--- src/rtl/ledblink_pkg.sv ---
package ledblink_pkg;

  localparam int LED_RED  = 0;
  localparam int LED_BLUE = 1;
  localparam int NUM_LEDS = 2;

  typedef enum logic [1:0] {
    DUTY_FULL    = 2'b00,
    DUTY_HALF    = 2'b01,
    DUTY_QUARTER = 2'b10,
    DUTY_EIGHTH  = 2'b11
  } dutyCode_t;

  // Timing strobes handed from the counter section to the lamp logic
  typedef struct packed {
    logic inHalf;     // phase within first half of the period
    logic inQuarter;  // phase within first quarter
    logic inEighth;   // phase within first eighth
    logic modWave;    // fast 50% square wave
  } blinkStrobes_t;

endpackage

--- src/rtl/ledblink_ctrl.sv ---
module ledblink_ctrl
  import ledblink_pkg::*;
#(
  parameter int PRESCALE_DIV = 4,
  parameter int PERIOD_BITS  = 6,
  parameter int MOD_BITS     = 2
) (
  input  logic          clk,
  input  logic          rstN,
  input  logic          halfRate,
  output blinkStrobes_t strobes
);

  localparam int PRE_W = (PRESCALE_DIV > 1) ? $clog2(PRESCALE_DIV) : 1;
  localparam int CNT_W = PERIOD_BITS + 1;
  localparam logic [PRE_W-1:0] PRE_LAST = PRE_W'(PRESCALE_DIV - 1);

  logic [PRE_W-1:0]    prescCnt;
  logic [CNT_W-1:0]    blinkCnt;
  logic [MOD_BITS-1:0] modCnt;
  logic                prescTick;
  logic [2:0]          phaseTop;

  assign prescTick = (prescCnt == PRE_LAST);

  always_ff @(posedge clk or negedge rstN) begin
    if (!rstN) begin
      prescCnt <= '0;
      blinkCnt <= '0;
      modCnt   <= '0;
    end else begin
      prescCnt <= prescTick ? '0 : prescCnt + 1'b1;
      if (prescTick) blinkCnt <= blinkCnt + 1'b1;
      modCnt <= modCnt + 1'b1;
    end
  end

  // Slow-down selects the upper slice of the wider counter
  assign phaseTop = halfRate ? blinkCnt[PERIOD_BITS -: 3]
                             : blinkCnt[PERIOD_BITS-1 -: 3];

  always_comb begin
    strobes.inHalf    = (phaseTop[2]   == 1'b0);
    strobes.inQuarter = (phaseTop[2:1] == 2'b00);
    strobes.inEighth  = (phaseTop      == 3'b000);
    strobes.modWave   = modCnt[MOD_BITS-1];
  end

endmodule

--- src/rtl/ledblink_datapath.sv ---
module ledblink_datapath
  import ledblink_pkg::*;
(
  input  logic                     clk,
  input  logic                     rstN,
  input  blinkStrobes_t            strobes,
  input  logic [NUM_LEDS-1:0][1:0] dutyCode,
  input  logic [NUM_LEDS-1:0]      modulate,
  input  logic [NUM_LEDS-1:0]      forceOff,
  input  logic [NUM_LEDS-1:0]      followEn,
  input  logic                     dataDetect,
  output logic [NUM_LEDS-1:0]      ledOut
);

  logic [NUM_LEDS-1:0] nextOn;

  for (genvar g = 0; g < NUM_LEDS; g++) begin : g_lamp
    logic blinkOn;

    always_comb begin
      unique case (dutyCode_t'(dutyCode[g]))
        DUTY_FULL:    blinkOn = modulate[g] ? strobes.modWave : 1'b1;
        DUTY_HALF:    blinkOn = strobes.inHalf;
        DUTY_QUARTER: blinkOn = strobes.inQuarter;
        default:      blinkOn = strobes.inEighth;
      endcase
    end

    // Priority: force-dark, then follow-detect, then blink pattern
    assign nextOn[g] = forceOff[g] ? 1'b0
                     : (followEn[g] ? dataDetect : blinkOn);
  end

  always_ff @(posedge clk or negedge rstN) begin
    if (!rstN) ledOut <= '0;
    else       ledOut <= nextOn;
  end

endmodule

--- src/rtl/ledblink_top.sv ---
module ledblink_top
  import ledblink_pkg::*;
#(
  parameter int PRESCALE_DIV = 4,
  parameter int PERIOD_BITS  = 6,
  parameter int MOD_BITS     = 2
) (
  input  logic       clk,
  input  logic       rstN,
  input  logic [1:0] redDuty,
  input  logic [1:0] blueDuty,
  input  logic       redModulate,
  input  logic       blueModulate,
  input  logic       redOff,
  input  logic       blueOff,
  input  logic       blueFollow,
  input  logic       halfRate,
  input  logic       dataDetect,
  output logic       redLed,
  output logic       blueLed
);

  blinkStrobes_t             strobes;
  logic [NUM_LEDS-1:0][1:0]  dutyCode;
  logic [NUM_LEDS-1:0]       modulate;
  logic [NUM_LEDS-1:0]       forceOff;
  logic [NUM_LEDS-1:0]       followEn;
  logic [NUM_LEDS-1:0]       ledOut;

  assign dutyCode[LED_RED]  = redDuty;
  assign dutyCode[LED_BLUE] = blueDuty;
  assign modulate[LED_RED]  = redModulate;
  assign modulate[LED_BLUE] = blueModulate;
  assign forceOff[LED_RED]  = redOff;
  assign forceOff[LED_BLUE] = blueOff;
  assign followEn[LED_RED]  = 1'b0;
  assign followEn[LED_BLUE] = blueFollow;

  ledblink_ctrl #(
    .PRESCALE_DIV(PRESCALE_DIV),
    .PERIOD_BITS (PERIOD_BITS),
    .MOD_BITS    (MOD_BITS)
  ) u_ctrl (
    .clk     (clk),
    .rstN    (rstN),
    .halfRate(halfRate),
    .strobes (strobes)
  );

  ledblink_datapath u_dp (
    .clk       (clk),
    .rstN      (rstN),
    .strobes   (strobes),
    .dutyCode  (dutyCode),
    .modulate  (modulate),
    .forceOff  (forceOff),
    .followEn  (followEn),
    .dataDetect(dataDetect),
    .ledOut    (ledOut)
  );

  assign redLed  = ledOut[LED_RED];
  assign blueLed = ledOut[LED_BLUE];

endmodule

--- config.mk ---
export PLATFORM = sky130hd
export DESIGN_NAME = ledblink_top
export DESIGN_NICKNAME = d
export VERILOG_FILES = /design/src/rtl/ledblink_pkg.sv /design/src/rtl/ledblink_ctrl.sv /design/src/rtl/ledblink_datapath.sv /design/src/rtl/ledblink_top.sv
export SDC_FILE = /design/constraint.sdc
export NUM_CORES = 1
export LEC_CHECK = 0
export CAP_MARGIN = 20
export CORE_AREA = 2 2 39 41
export CTS_BUF_LIST = sky130_fd_sc_hd__clkbuf_4 sky130_fd_sc_hd__clkbuf_8 sky130_fd_sc_hd__clkbuf_16
export DETAILED_ROUTE_END_ITERATION = 8
export DIE_AREA = 0 0 41 43
export GPL_TIMING_DRIVEN = 0
export HOLD_SLACK_MARGIN = 0.06
export PLACE_DENSITY = 0.74
export SLEW_MARGIN = 0
export SYNTH_ARGS = -nofsm -noshare
export SYNTH_HDL_FRONTEND = slang
export SYNTH_SLANG_ARGS = --single-unit
--- constraint.sdc ---
create_clock -name clk -period 3.8 [get_ports clk]
set_clock_uncertainty 0.2 [all_clocks]
set_input_delay 0.57 -clock clk [delete_from_list [all_inputs] [get_ports clk]]
set_output_delay 0.57 -clock clk [all_outputs]
set_load 0.005 [all_outputs]
# == Yosys cells after proc, flatten, opt, wreduce, memory -nomap -nowiden ==
# Cells that the tools add are included.
# op_classes
add_sub_neg,3
n_mul,0
div,0
magnitude_cmp,0
n_eq_ne,5
n_shift,0
n_mux,9
n_bitwise,1
reduce_logical,4
# ops
cell,count
$add 7x1->7 const B,1
$eq 2x2->1 const B,3
$logic_not 2->1,3
$pmux 1 s3,2
$mux 1,5
$add 2x1->2 const B,2
$eq 2x1->1 const B,2
$logic_not 3->1,1
$mux 3,1
$mux 2,1
$not 1->1,1
# word_totals
register_bits,13
latchBits,0
ram_bits,0
romBits,0
input_bits,13
word_cells,26
memories,0

# == Depth between registers and ports, before layout ==
# Gate-level depths: netlist of run 1.
# logic_depth
word_depth,5
mapped_depth,4
mapped_depth_nobuf,4

# == Cells and area by module ==
# From an unflattened synthesis of run 1, not the netlist that was laid out.
# unflattened
cells_unflattened,53
hier_area_um2,609.3
# by_module_without_submodules
module,n_inst,cells_per_inst,area_each_um2
ledblink_ctrl,1,36,452.9
ledblink_datapath,1,16,152.6
ledblink_top,1,1,3.8

# == Least setup slack after synthesis of run 1 ==
# OpenSTA, ideal clock, no wires.
# synth_timing
path_kind,input to register
startpoint,input blueModulate
endpoint,register u_dp.ledOut[1]
setup_ns,0.082
t_arrival_ns,1.056
setup_slack_ns,2.461
cell_stages,4
n_path_buf,0
path_cell_list,nor3b_1 -> a311oi_1 -> a31oi_1 -> o22ai_1
# synth_between
elab_chain_len,4
# synth_rtl
element,line,text
start: declaration,ledblink_top.sv:13,"input logic blueModulate,"
$mux 1,ledblink_datapath.sv:22,DUTY_FULL: blinkOn = modulate[g] ? strobes.modWave : 1'b1;
$pmux 1 s3,ledblink_datapath.sv:21,unique case (dutyCode_t'(dutyCode[g]))
$mux 1,ledblink_datapath.sv:31,: (followEn[g] ? dataDetect : blinkOn);
$mux 1,ledblink_datapath.sv:30,assign nextOn[g] = forceOff[g] ? 1'b0
net u_dp.nextOn[1],ledblink_datapath.sv:15,logic [NUM_LEDS-1:0] nextOn;
end signal: assignment,ledblink_datapath.sv:36,else ledOut <= nextOn;
end: declaration,ledblink_datapath.sv:12,output logic [NUM_LEDS-1:0] ledOut
# The timed path passes the listed nets, and every way through them passes these cells.
# A chain may end at the register's enable or synchronous reset.

# == Worst setup path in the final report of run 1 ==
# layout_timing
startpoint,register u_dp.ledOut[1]
endpoint,output blueLed
# layout_rtl
element,line,text
end: declaration,ledblink_top.sv:20,output logic blueLed
# No word-level cell between the ends.

==> metrics.log, run 1 <==
INFO  metric status = finished clean
INFO  metric fp.dieH = roughly 43 µm
INFO  metric numClockSinks = 13
INFO  metric dr_total_vias = between 400 and 500
INFO  metric ant_nets = 0
INFO  metric cts_post_setup_buffers_inserted = 0
INFO  metric cts.htree.levels = 1
INFO  metric max_stage_delay = around 0.5 ns
INFO  metric finalSetupViolations = 0
INFO  metric syn_area_per_cell = 11.01 µm²
INFO  metric groute.usage.overall = 15.79%
INFO  metric synth_top_family_by_area = simple AND/OR/NAND/NOR gates
INFO  metric die_area = ~1800 µm²
INFO  metric setup.worst_path.start_class = flop
INFO  metric initial_core_util = 42.95%
INFO  metric insertedDiodeCount = 0
INFO  metric grt_pass1_wl = approximately 1.8 mm
INFO  metric fp.dieW = approximately 40 µm
INFO  metric portion_of_the_post_synthesis_area_used_by_sequential_elements = between 50% and 60%
INFO  metric postSynthNetCount = 69
INFO  metric timing_worst_slew_pin_value = between 0.5 and 0.6 ns
INFO  metric synth_cells = 54
INFO  metric vias_per_cell = a little over 5
INFO  metric fp-row-count = 14
INFO  metric ys_dominant_reg_cell = sky130_fd_sc_hd__dfrtp_1
INFO  metric postSynth.asyncResetShare = 100.0%
INFO  metric cts_made_buffers = 3
INFO  metric min-delay-path-class = reg2reg
INFO  metric final_min_period_over_clock_period = roughly half
INFO  metric synth-compound-area-share = about 9.7%
INFO  metric final_layout_size_suffix_gt1_share = under 10%
INFO  metric cts-root-to-sink-buffers = 2
INFO  metric crit_chain = clkdlybuf4s50_1
INFO  metric worst_ep_arrival_time = 1.09 ns
INFO  metric io_buffers = 14
INFO  metric critPathMaxFanout = 1
INFO  metric synthesized_area_fraction_occupied_by_and_or_nand_nor_cells = between 10% and 20%
INFO  metric slew-limit-headroom = between 60% and 70%
INFO  metric worst-endpoint-required = 3.03 ns
INFO  metric drtIter0Drc = 2
INFO  metric worst-path-buf-inv = 1
INFO  metric synth_seq_cells = 13
INFO  metric final_hold_vio_count = 0
INFO  metric synth.cell_area = around 600 µm²
INFO  metric max-vdd-ir-drop = about 0.16 mV
INFO  metric synthMuxAreaShare = under 10%
INFO  metric clk_pin_slew = around 0.080 ns
INFO  metric postCtsResizedCells = 0
INFO  metric slowest_stage = sky130_fd_sc_hd__clkdlybuf4s50_1
INFO  metric max_freq = 537.1 MHz
INFO  metric number_of_flops_mapped_to_enable_cells_by_yosys = 0
INFO  metric number_of_antenna_violations_at_the_first_check_in_global_routing = 0
INFO  metric globalRoute.totalOverflow = 0
INFO  metric maxCapViolations = 0
INFO  metric tritoncts = built
INFO  metric post_drt_wl_per_cell = about 13 µm
INFO  metric power.leakage = 0.3454 nW
INFO  metric syn_warnings = 0
INFO  metric clk_root_buffer_cell = sky130_fd_sc_hd__clkbuf_4
INFO  metric critical-path-top-delay-family = buffers and inverters
INFO  metric pin_count = 15
INFO  metric final_nets = between 80 and 90
INFO  metric place.detailed.instances = 84
INFO  metric synth-adder-area-share = about 4.2%
INFO  metric worstSkewPairLatency = ~0.27 ns
INFO  metric critPathKind = reg2out
INFO  metric drt-total-wl = roughly 1.1 mm
INFO  metric first_global_vias = between 400 and 500
INFO  metric post-route-min-period = between 1.5 and 2 ns
INFO  metric largest_net_degree_at_the_start_of_global_routing = 14
INFO  metric grt_setup_unrepaired = no
INFO  metric totalNegativeSetupSlack = 0 ns
INFO  metric power-per-cell-area = approximately 330 nW/µm²
INFO  metric final_cell_count_no_fill = 88
INFO  metric syn_to_final_growth = 32.00%
INFO  metric synthXorXnorAreaFrac = 10.32%
INFO  metric end_kind = primary output
INFO  metric remaining_drc_errors = 0
INFO  metric core_region_area = 1384 µm²
INFO  metric postCtsHoldBufs = 0
INFO  metric slew_violations = 0
INFO  metric synth_cell_types = 22
INFO  metric detail_route.first_pass.iterations = 2
INFO  metric place_congestion = about 0.69
cell usage after synthesis, drive strengths merged (2+ instances only):
| master | number | area share, % |
|---|---|---|
| a31oi | 2 | 2.1 |
| dfrtp | 13 | 55 |
| ha | 2 | 4.2 |
| inv | 2 | 1.3 |
| nand2 | 6 | 3.8 |
| nand2b | 2 | 2.1 |
| nand4 | 2 | 2.1 |
| nor2 | 3 | 1.9 |
| nor2b | 2 | 2.1 |
| nor3b | 2 | 2.5 |
| o21ai | 2 | 1.7 |
| xnor2 | 3 | 4.4 |
| xor2 | 4 | 5.9 |
cells in the final DEF, fill, tap and decap left out, drive strengths merged, types with 2 or more instances in the layout:
cell type / count
nor3b: 2
clkbuf: 4
nor2b: 2
xnor2: 3
nand2: 6
nor2: 3
dfrtp: 13
o21ai: 2
clkdlybuf4s50: 14
nand4: 2
inv: 2
nand2b: 2
xor2: 4
ha: 2
a31oi: 2
layout make-up:
cell class | count | area [µm²]
clock buffer | 4 | 30.03
inverter | 2 | 7.507
sequential | 13 | 325.3
timing repair buffer | 14 | 140.1
multi-input combinational | 39 | 261.5
tap | 16 | 20.02
fill | 136 | 599.3
worst paths after layout:
kind,start,endpoint,slack [ns],cells after the start
max,u_dp.ledOut[1],blueLed,1.94,1
min,u_ctrl.prescCnt[0],u_ctrl.prescCnt[0],0.23,1
max reg2reg,u_ctrl.prescCnt[0],u_ctrl.blinkCnt[6],2.39,4
min reg2reg,u_ctrl.prescCnt[0],u_ctrl.prescCnt[0],0.23,1
max in group asynchronous,rstN,u_ctrl.prescCnt[1],2.55,1
min in group asynchronous,rstN,u_dp.ledOut[1],0.47,1
metrics by stage:
step	area (µm²)	util (%)	setup slack [ns]	hold WS (ns)	power, W
floorplan	594.3	-	2.461	0.07441	0.0001497
CTS	784.5	56.69	1.919	0.2361	0.0002627
finish	784.5	56.69	1.938	0.2318	0.0002587
detailed placement	754.5	54.52	1.843	0.2256	0.0001713
global placement	754.5	54.52	1.866	0.2148	0.0001707
global route	784.5	56.69	1.872	0.2636	0.0002715
per-layer routing:
layer / share of wire (%) / vias to the layer above / GRT usage (%)
met4: 0 / 0 / 6.000
met1: 45 / 205 / 17.93
met5: 0 / - / 0
li1: - / 226 / -
met2: 46 / 15 / 25.94
met3: 9.2 / 0 / 5.236
registers in the layout (all words and copies together) (netlist names):
name / flops
u_ctrl.blinkCnt: 7
u_dp.ledOut: 2
u_ctrl.modCnt: 2
u_ctrl.prescCnt: 2
power by group:
part           switching [W]  internal, W
Sequential       0.000000425     0.000140
Combinational      0.0000103    0.0000177
Clock              0.0000428    0.0000477
cells by family after synthesis:
| family | after synthesis |
|---|---|
| buffers and inverters | 2 |
| DFF | 13 |
| muxes | 1 |
| xor gates and xnor gates | 7 |
| AOI/OAI and AO/OA | 9 |
| adders and majority gates | 2 |
| and+or+nand+nor | 20 |
worst reg2reg max path, delay by kind of cell, from the launching register on:
kind	cells	cell delay (ns)
xor gates and xnor gates	1	0.16
adders and majority gates	1	0.28
DFF	1	0.36
and+or+nand+nor	2	0.33
Power figures use the tool's default switching activity.
==> inputs of run 2 (changes only) <==
--- a/config.mk
+++ b/config.mk
@@ -6,10 +6,9 @@
 export NUM_CORES = 1
 export LEC_CHECK = 0
 export CAP_MARGIN = 20
-export CORE_AREA = 2 2 39 41
+export CORE_UTILIZATION = 45
 export CTS_BUF_LIST = sky130_fd_sc_hd__clkbuf_4 sky130_fd_sc_hd__clkbuf_8 sky130_fd_sc_hd__clkbuf_16
 export DETAILED_ROUTE_END_ITERATION = 8
-export DIE_AREA = 0 0 41 43
 export GPL_TIMING_DRIVEN = 0
 export HOLD_SLACK_MARGIN = 0.06
 export PLACE_DENSITY = 0.74
==> constraint.sdc (replaced) <==
create_clock -name clk -period 1.9 [get_ports clk]
set_clock_uncertainty 0.2 [all_clocks]
set_input_delay 0.285 -clock clk [delete_from_list [all_inputs] [get_ports clk]]
set_output_delay 0.285 -clock clk [all_outputs]
set_load 0.005 [all_outputs]
==> run 2 against run 1 <==
  * Die area decreased by 17%
  * Power rose by 96%
  * Design area fell by 0.64%
  * Critical path type unchanged
  * Highest routed layer is now met4
==> metrics.log, run 2 (synthesized netlist as in run 1, its figures left out) <==
INFO  metric final_common_cell = sky130_fd_sc_hd__clkdlybuf4s50_1
INFO  metric io_buffers = 14 (unchanged)
INFO  metric grt_pass1_wl = 1.828 mm (-0.76%)
INFO  metric worst-path-buf-inv = 1 (unchanged)
INFO  metric groute.usage.overall = 19.63% (+3.8 points)
INFO  metric maxCapViolations = 0 (unchanged)
INFO  metric final_cell_count_no_fill = 86 (-2.3%)
INFO  metric largest_register = u_ctrl.blinkCnt
INFO  metric fp.dieH = 38.34 µm (-11%)
INFO  metric drtIter0Drc = 11 (+9)
INFO  metric detail_route.first_pass.iterations = 4 (+2)
INFO  metric cts_made_buffers = 3 (unchanged)
INFO  metric timing_worst_slew_pin_value = 0.5549 ns (-0.03132 ns)
INFO  metric setup.worst_path.start_class = flop
INFO  metric die_area = 1470 µm² (-17%)
INFO  metric initial_core_util = 50.75% (+7.8 points)
INFO  metric final_nets = 88 (unchanged)
INFO  metric power-per-cell-area = 651.6 nW/µm² (+98%)
INFO  metric final_core_utilization = 66.56% (+9.9 points)
INFO  metric place_congestion = 0.7474 (+8.8%)
INFO  metric max-vdd-ir-drop = 0.5071 mV (+220%)
INFO  metric critPathKind = reg2out
INFO  metric min-delay-path-class = in2async
INFO  metric grt_setup_unrepaired = no
INFO  metric largest_register_ffs = 7 (unchanged)
INFO  metric power.leakage = 0.3447 nW (-0.20%)
INFO  metric dr_total_vias = 462 (+3.6%)
INFO  metric number_of_antenna_violations_at_the_first_check_in_global_routing = 0 (unchanged)
INFO  metric globalRoute.totalOverflow = 0 (unchanged)
INFO  metric clk_pin_slew = 0.08 ns (about the same)
INFO  metric dp_slack = 0.1713 ns (-1.672 ns)
INFO  metric cts_post_setup_buffers_inserted = 0 (unchanged)
INFO  metric fp.dieW = 38.34 µm (-6.5%)
INFO  metric remaining_drc_errors = 0 (unchanged)
INFO  metric final_layout_size_suffix_gt1_share = 5.556% (unchanged)
INFO  metric crit_chain = clkdlybuf4s50_1
INFO  metric totalNegativeSetupSlack = 0 ns (unchanged)
INFO  metric finalSetupViolations = 0 (unchanged)
INFO  metric syn_to_final_growth = 31.16%
INFO  metric final_min_period_over_clock_period = 84.89%
INFO  metric ant_nets = 0 (unchanged)
INFO  metric cts.htree.levels = 1 (unchanged)
INFO  metric core_region_area = 1171 µm² (-15%)
INFO  metric postCtsResizedCells = 0 (unchanged)
INFO  metric status = finished clean
INFO  metric fin_ws = 0.2871 ns (-1.651 ns)
INFO  metric vias_per_cell = 5.372 (+6.0%)
INFO  metric drt-total-wl = 1.066 mm (-5.5%)
INFO  metric numClockSinks = 13 (unchanged)
INFO  metric post_drt_wl_per_cell = 12.40 µm (-3.3%)
INFO  metric max_stage_delay = 0.49 ns (about the same)
INFO  metric largest_net_degree_at_the_start_of_global_routing = 14 (unchanged)
INFO  metric clk_root_buffer_cell = sky130_fd_sc_hd__clkbuf_4
INFO  metric fp-row-count = 12 (-2)
INFO  metric end_kind = primary output
INFO  metric pin_count = 15 (unchanged)
INFO  metric cts-root-to-sink-buffers = 2 (unchanged)
INFO  metric postCtsHoldBufs = 0 (unchanged)
INFO  metric final_hold_vio_count = 0 (unchanged)
INFO  metric worst-endpoint-required = 1.41 ns (-1.62 ns)
INFO  metric insertedDiodeCount = 0 (unchanged)
INFO  metric worstSkewPairLatency = 0.28 ns (about the same)
INFO  metric slowest_stage = sky130_fd_sc_hd__clkdlybuf4s50_1
INFO  metric first_global_vias = 425 (-9.0%)
INFO  metric critPathMaxFanout = 1 (unchanged)
INFO  metric final_cell_mix = 14 x sky130_fd_sc_hd__clkdlybuf4s50_1, 13 x sky130_fd_sc_hd__dfrtp_1, 6 x sky130_fd_sc_hd__nand2_1, 4 x sky130_fd_sc_hd__xor2_1
INFO  metric worst_ep_arrival_time = 1.13 ns (+0.04 ns)
INFO  metric critical-path-top-delay-family = buffers and inverters
INFO  metric slew-limit-headroom = 62.89% (+2.1 points)
INFO  metric tritoncts = built
INFO  metric post-route-min-period = about 1.6 ns
INFO  metric place.detailed.instances = 82 (-2.4%)
INFO  metric detailed_place_hpwl = a little over 800 µm
INFO  metric slew_violations = 0 (unchanged)
INFO  metric max_freq = around 620 MHz
run 2: worst paths after layout:
path                            cells past startpoint               start  slack (ns)                  to
min in group clk                                    1  u_ctrl.prescCnt[0]        0.23  u_ctrl.prescCnt[0]
worst max-delay path                                1      u_dp.ledOut[1]        0.29             blueLed
worst min-delay path                                1                rstN        0.15      u_dp.ledOut[1]
worst max register to register                      4  u_ctrl.prescCnt[0]        0.50  u_ctrl.blinkCnt[6]
worst min register to register                      1  u_ctrl.prescCnt[0]        0.23  u_ctrl.prescCnt[0]
max in group asynchronous                           1                rstN        0.98    u_ctrl.modCnt[0]
run 2: layer usage:
| metal | up-vias | wire [µm] | global-route usage, % | part of all wire (%) |
|---|---|---|---|---|
| met5 | - | 0 | 0 | 0 |
| met4 | 0 | 14 | 7.759 | 1.3 |
| met3 | 2 | 73 | 10.47 | 6.8 |
| met2 | 15 | 495 | 29.24 | 46 |
| met1 | 219 | 482 | 23.68 | 45 |
| li1 | 226 | - | - | - |
run 2: stage by stage:
step / power, W / hold WS (ns) / area, µm²
6_report: 0.0005079 / 0.1531 / 779.5
5_1_grt: 0.0005371 / 0.2012 / 779.5
4_1_cts: 0.0005154 / 0.1669 / 779.5
3_5_place_dp: 0.0003427 / 0.2230 / 752.0
3_3_place_gp: 0.0003416 / 0.2128 / 752.0
2_1_floorplan: 0.0002994 / -0.2106 / 594.3
run 2: area by class of cell:
class,instances,area (µm²)
Clock buffer,3,22.52
Clock inverter,1,5.005
Fill cell,106,391.6
Inverter,2,7.507
Multi-Input combinational cell,39,261.5
Sequential cell,13,325.3
Tap cell,14,17.52
Timing Repair Buffer,14,140.1
run 2: report_power, final:
part           internal [W]  leakage (nW)   total, W  switching, W
clock             0.0000784        0.0177   0.000171     0.0000929
sequential         0.000280         0.161   0.000281    0.00000120
combinational     0.0000354         0.166  0.0000558     0.0000203
total              0.000393         0.345   0.000508      0.000114
==> inputs of run 3 (changes only) <==
--- a/config.mk
+++ b/config.mk
@@ -6,12 +6,12 @@
 export NUM_CORES = 1
 export LEC_CHECK = 0
 export CAP_MARGIN = 20
-export CORE_UTILIZATION = 45
+export CORE_UTILIZATION = 41
 export CTS_BUF_LIST = sky130_fd_sc_hd__clkbuf_4 sky130_fd_sc_hd__clkbuf_8 sky130_fd_sc_hd__clkbuf_16
 export DETAILED_ROUTE_END_ITERATION = 8
 export GPL_TIMING_DRIVEN = 0
 export HOLD_SLACK_MARGIN = 0.06
-export PLACE_DENSITY = 0.74
+export PLACE_DENSITY = 0.71
 export SLEW_MARGIN = 0
 export SYNTH_ARGS = -nofsm -noshare
 export SYNTH_HDL_FRONTEND = slang
==> constraint.sdc (replaced) <==
create_clock -name clk -period 1.4 [get_ports clk]
set_clock_uncertainty 0.2 [all_clocks]
set_input_delay 0.21 -clock clk [delete_from_list [all_inputs] [get_ports clk]]
set_output_delay 0.21 -clock clk [all_outputs]
set_load 0.005 [all_outputs]
==> run 3 against run 2 <==
  * Die area increased by 9.3%
  * Global-route usage down 3.5 points
  * Flip-flop and latch count is the same
  * Worst setup slack worse by 0.19 ns
  * Largest power group unchanged
==> metrics.log, run 3 (synthesized netlist as in run 1, its figures left out) <==
INFO  metric status = finished clean
INFO  metric fp-row-count = 13 (+1)
INFO  metric dp_slack = -0.1990 ns (-0.3703 ns)
INFO  metric largest_register_ffs = 7 (unchanged)
INFO  metric detailed_place_hpwl = 780 µm (-3.6%)
INFO  metric totalNegativeSetupSlack = 0 ns (unchanged)
INFO  metric core_region_area = 1318 µm² (+13%)
INFO  metric place_congestion = 0.6798 (-9.0%)
INFO  metric fp.dieH = 40.08 µm (+4.5%)
INFO  metric highest-signal-layer = met3
INFO  metric end_kind = flop
INFO  metric drtIter0Drc = 0 (-11)
INFO  metric final_core_utilization = 60.21% (-6.4 points)
INFO  metric pin_count = 15 (unchanged)
INFO  metric final_cell_mix = 13 x sky130_fd_sc_hd__dfrtp_1, 12 x sky130_fd_sc_hd__clkdlybuf4s50_1, 6 x sky130_fd_sc_hd__nand2_1, 4 x sky130_fd_sc_hd__xor2_1, 4 x sky130_fd_sc_hd__clkbuf_4
INFO  metric number_of_antenna_violations_at_the_first_check_in_global_routing = 0 (unchanged)
INFO  metric postCtsHoldBufs = 0 (unchanged)
INFO  metric tritoncts = built
INFO  metric largest_net_degree_at_the_start_of_global_routing = 14 (unchanged)
INFO  metric grt_pass1_wl = 1.642 mm (-10%)
INFO  metric largest_register = u_ctrl.blinkCnt
INFO  metric maxCapViolations = 0 (unchanged)
INFO  metric timing_worst_slew_pin_value = 0.5652 ns (+0.01034 ns)
INFO  metric worst-endpoint-required = 1.35 ns (-0.06 ns)
INFO  metric finalSetupViolations = 0 (unchanged)
INFO  metric clk_pin_slew = 0.07 ns (about the same)
INFO  metric drt-total-wl = 1.011 mm (-5.2%)
INFO  metric min-delay-path-class = in2async
INFO  metric metal_1_wl = 476 µm (-1.2%)
INFO  metric max-vdd-ir-drop = 0.4792 mV (-5.5%)
INFO  metric slew_violations = 0 (unchanged)
INFO  metric power-per-cell-area = 868.9 nW/µm² (+33%)
INFO  metric met2_length = 448 µm (-9.5%)
INFO  metric final_hold_vio_count = 0 (unchanged)
INFO  metric final_nets = 88 (unchanged)
INFO  metric numClockSinks = 13 (unchanged)
INFO  metric power.leakage = 0.3520 nW (+2.1%)
INFO  metric final.hold.worst_slack = 0.1063 ns (-0.04683 ns)
INFO  metric finish.instance_area = 793.3 µm² (+1.8%)
INFO  metric final_layout_size_suffix_gt1_share = 6.944% (+1.4 points)
INFO  metric groute.usage.overall = 16.14% (-3.5 points)
INFO  metric max_freq = approximately 770 MHz
INFO  metric die_area = 1606 µm² (+9.3%)
INFO  metric syn_to_final_growth = 33.47%
INFO  metric met3RoutedLength = 85 µm (+16%)
INFO  metric setup.worst_path.start_class = input port
INFO  metric globalRoute.totalOverflow = 0 (unchanged)
INFO  metric detail_route.first_pass.iterations = 1 (-3)
INFO  metric dr_total_vias = 453 (-1.9%)
INFO  metric first_global_vias = 420 (-1.2%)
INFO  metric dpl-instance-area = 753.2 µm² (+0.17%)
INFO  metric fp.dieW = 40.08 µm (+4.5%)
INFO  metric ant_nets = 0 (unchanged)
INFO  metric grt_setup_unrepaired = no
INFO  metric worstSkewPairLatency = 0.26 ns (-0.02 ns)
INFO  metric critPathKind = in2reg
INFO  metric final_common_cell = sky130_fd_sc_hd__dfrtp_1
INFO  metric fillers = 124 (+17%)
INFO  metric clk_root_buffer_cell = sky130_fd_sc_hd__clkbuf_4
INFO  metric critPathMaxFanout = 7 (+6)
INFO  metric fin_ws = 0.1004 ns (-0.1867 ns)
INFO  metric vias_per_cell = 5.207 (-3.1%)
INFO  metric cts_made_buffers = 3 (unchanged)
INFO  metric initial_core_util = 45.11% (-5.6 points)
INFO  metric insertedDiodeCount = 0 (unchanged)
INFO  metric io_buffers = 14 (unchanged)
INFO  metric cts.htree.levels = 1 (unchanged)
INFO  metric slew-limit-headroom = 62.20% (-0.69 points)
INFO  metric final_min_period_over_clock_period = around 93%
INFO  metric remaining_drc_errors = 0 (unchanged)
INFO  metric worst_ep_arrival_time = 1.25 ns (+0.12 ns)
INFO  metric post_drt_wl_per_cell = 11.62 µm (-6.2%)
INFO  metric cts-root-to-sink-buffers = 2 (unchanged)
INFO  metric post-route-min-period = around 1.3 ns
==> run 3: final timing paths <==
kind | from | end | slack (ns) | cells past startpoint
worst max-delay path | halfRate | u_dp.ledOut[1] | 0.10 | 5
worst min-delay path | rstN | u_dp.ledOut[1] | 0.11 | 1
max in group asynchronous | rstN | u_ctrl.modCnt[1] | 0.52 | 1
worst max register to register | u_ctrl.blinkCnt[0] | u_ctrl.blinkCnt[1] | 0.10 | 2
worst min register to register | u_ctrl.modCnt[0] | u_ctrl.modCnt[0] | 0.24 | 1
min in group clk | u_ctrl.modCnt[0] | u_ctrl.modCnt[0] | 0.24 | 1
==> run 3: critical path, stage by stage <==
cell and delay (ns):
sky130_fd_sc_hd__clkdlybuf4s50_1 0.51, sky130_fd_sc_hd__nor4bb_1 0.33, sky130_fd_sc_hd__nor3_1 0.07, sky130_fd_sc_hd__nand2_1 0.06, sky130_fd_sc_hd__o22ai_1 0.07
==> run 3: layout make-up <==
cell class	instances	area, µm²	area share [%]
Inverter	2	7.507	0.9464
Timing Repair Buffer	14	137.6	17.35
Clock buffer	4	30.03	3.785
Sequential cell	13	325.3	41.01
Tap cell	15	18.77	2.366
Multi-Input combinational cell	39	274.0	34.54
==> run 3: repair_timing <==
item	4_1_cts	5_1_grt
cloned	0	0
resized for setup	3	1
endpoints found under the setup margin	3	2
buffers inserted	0	0
pin swaps	0	3
==> run 3: metal layers <==
| layer | track usage, % | vias up |
|---|---|---|
| met2 | 25.81 | 12 |
| met4 | 7.759 | 0 |
| li1 | - | 226 |
| met1 | 19.57 | 215 |
| met3 | 5.000 | 0 |
| met5 | 0 | - |
==> run 3: power breakdown <==
| group | internal [W] | total [W] | leakage (nW) | switching, W |
|---|---|---|---|---|
| clock | 0.000129 | 0.000237 | 0.0184 | 0.000108 |
| combinational | 0.0000448 | 0.0000718 | 0.173 | 0.0000269 |
| sequential | 0.000380 | 0.000380 | 0.161 | 0.000000852 |
==> run 3: through the flow <==
step | total power (W) | instances
floorplan | 0.0004063 | 54
global placement | 0.0004629 | 83
detailed placement | 0.0004642 | 83
CTS | 0.0007018 | 87
global route | 0.0007305 | 87
finish | 0.0006893 | 87
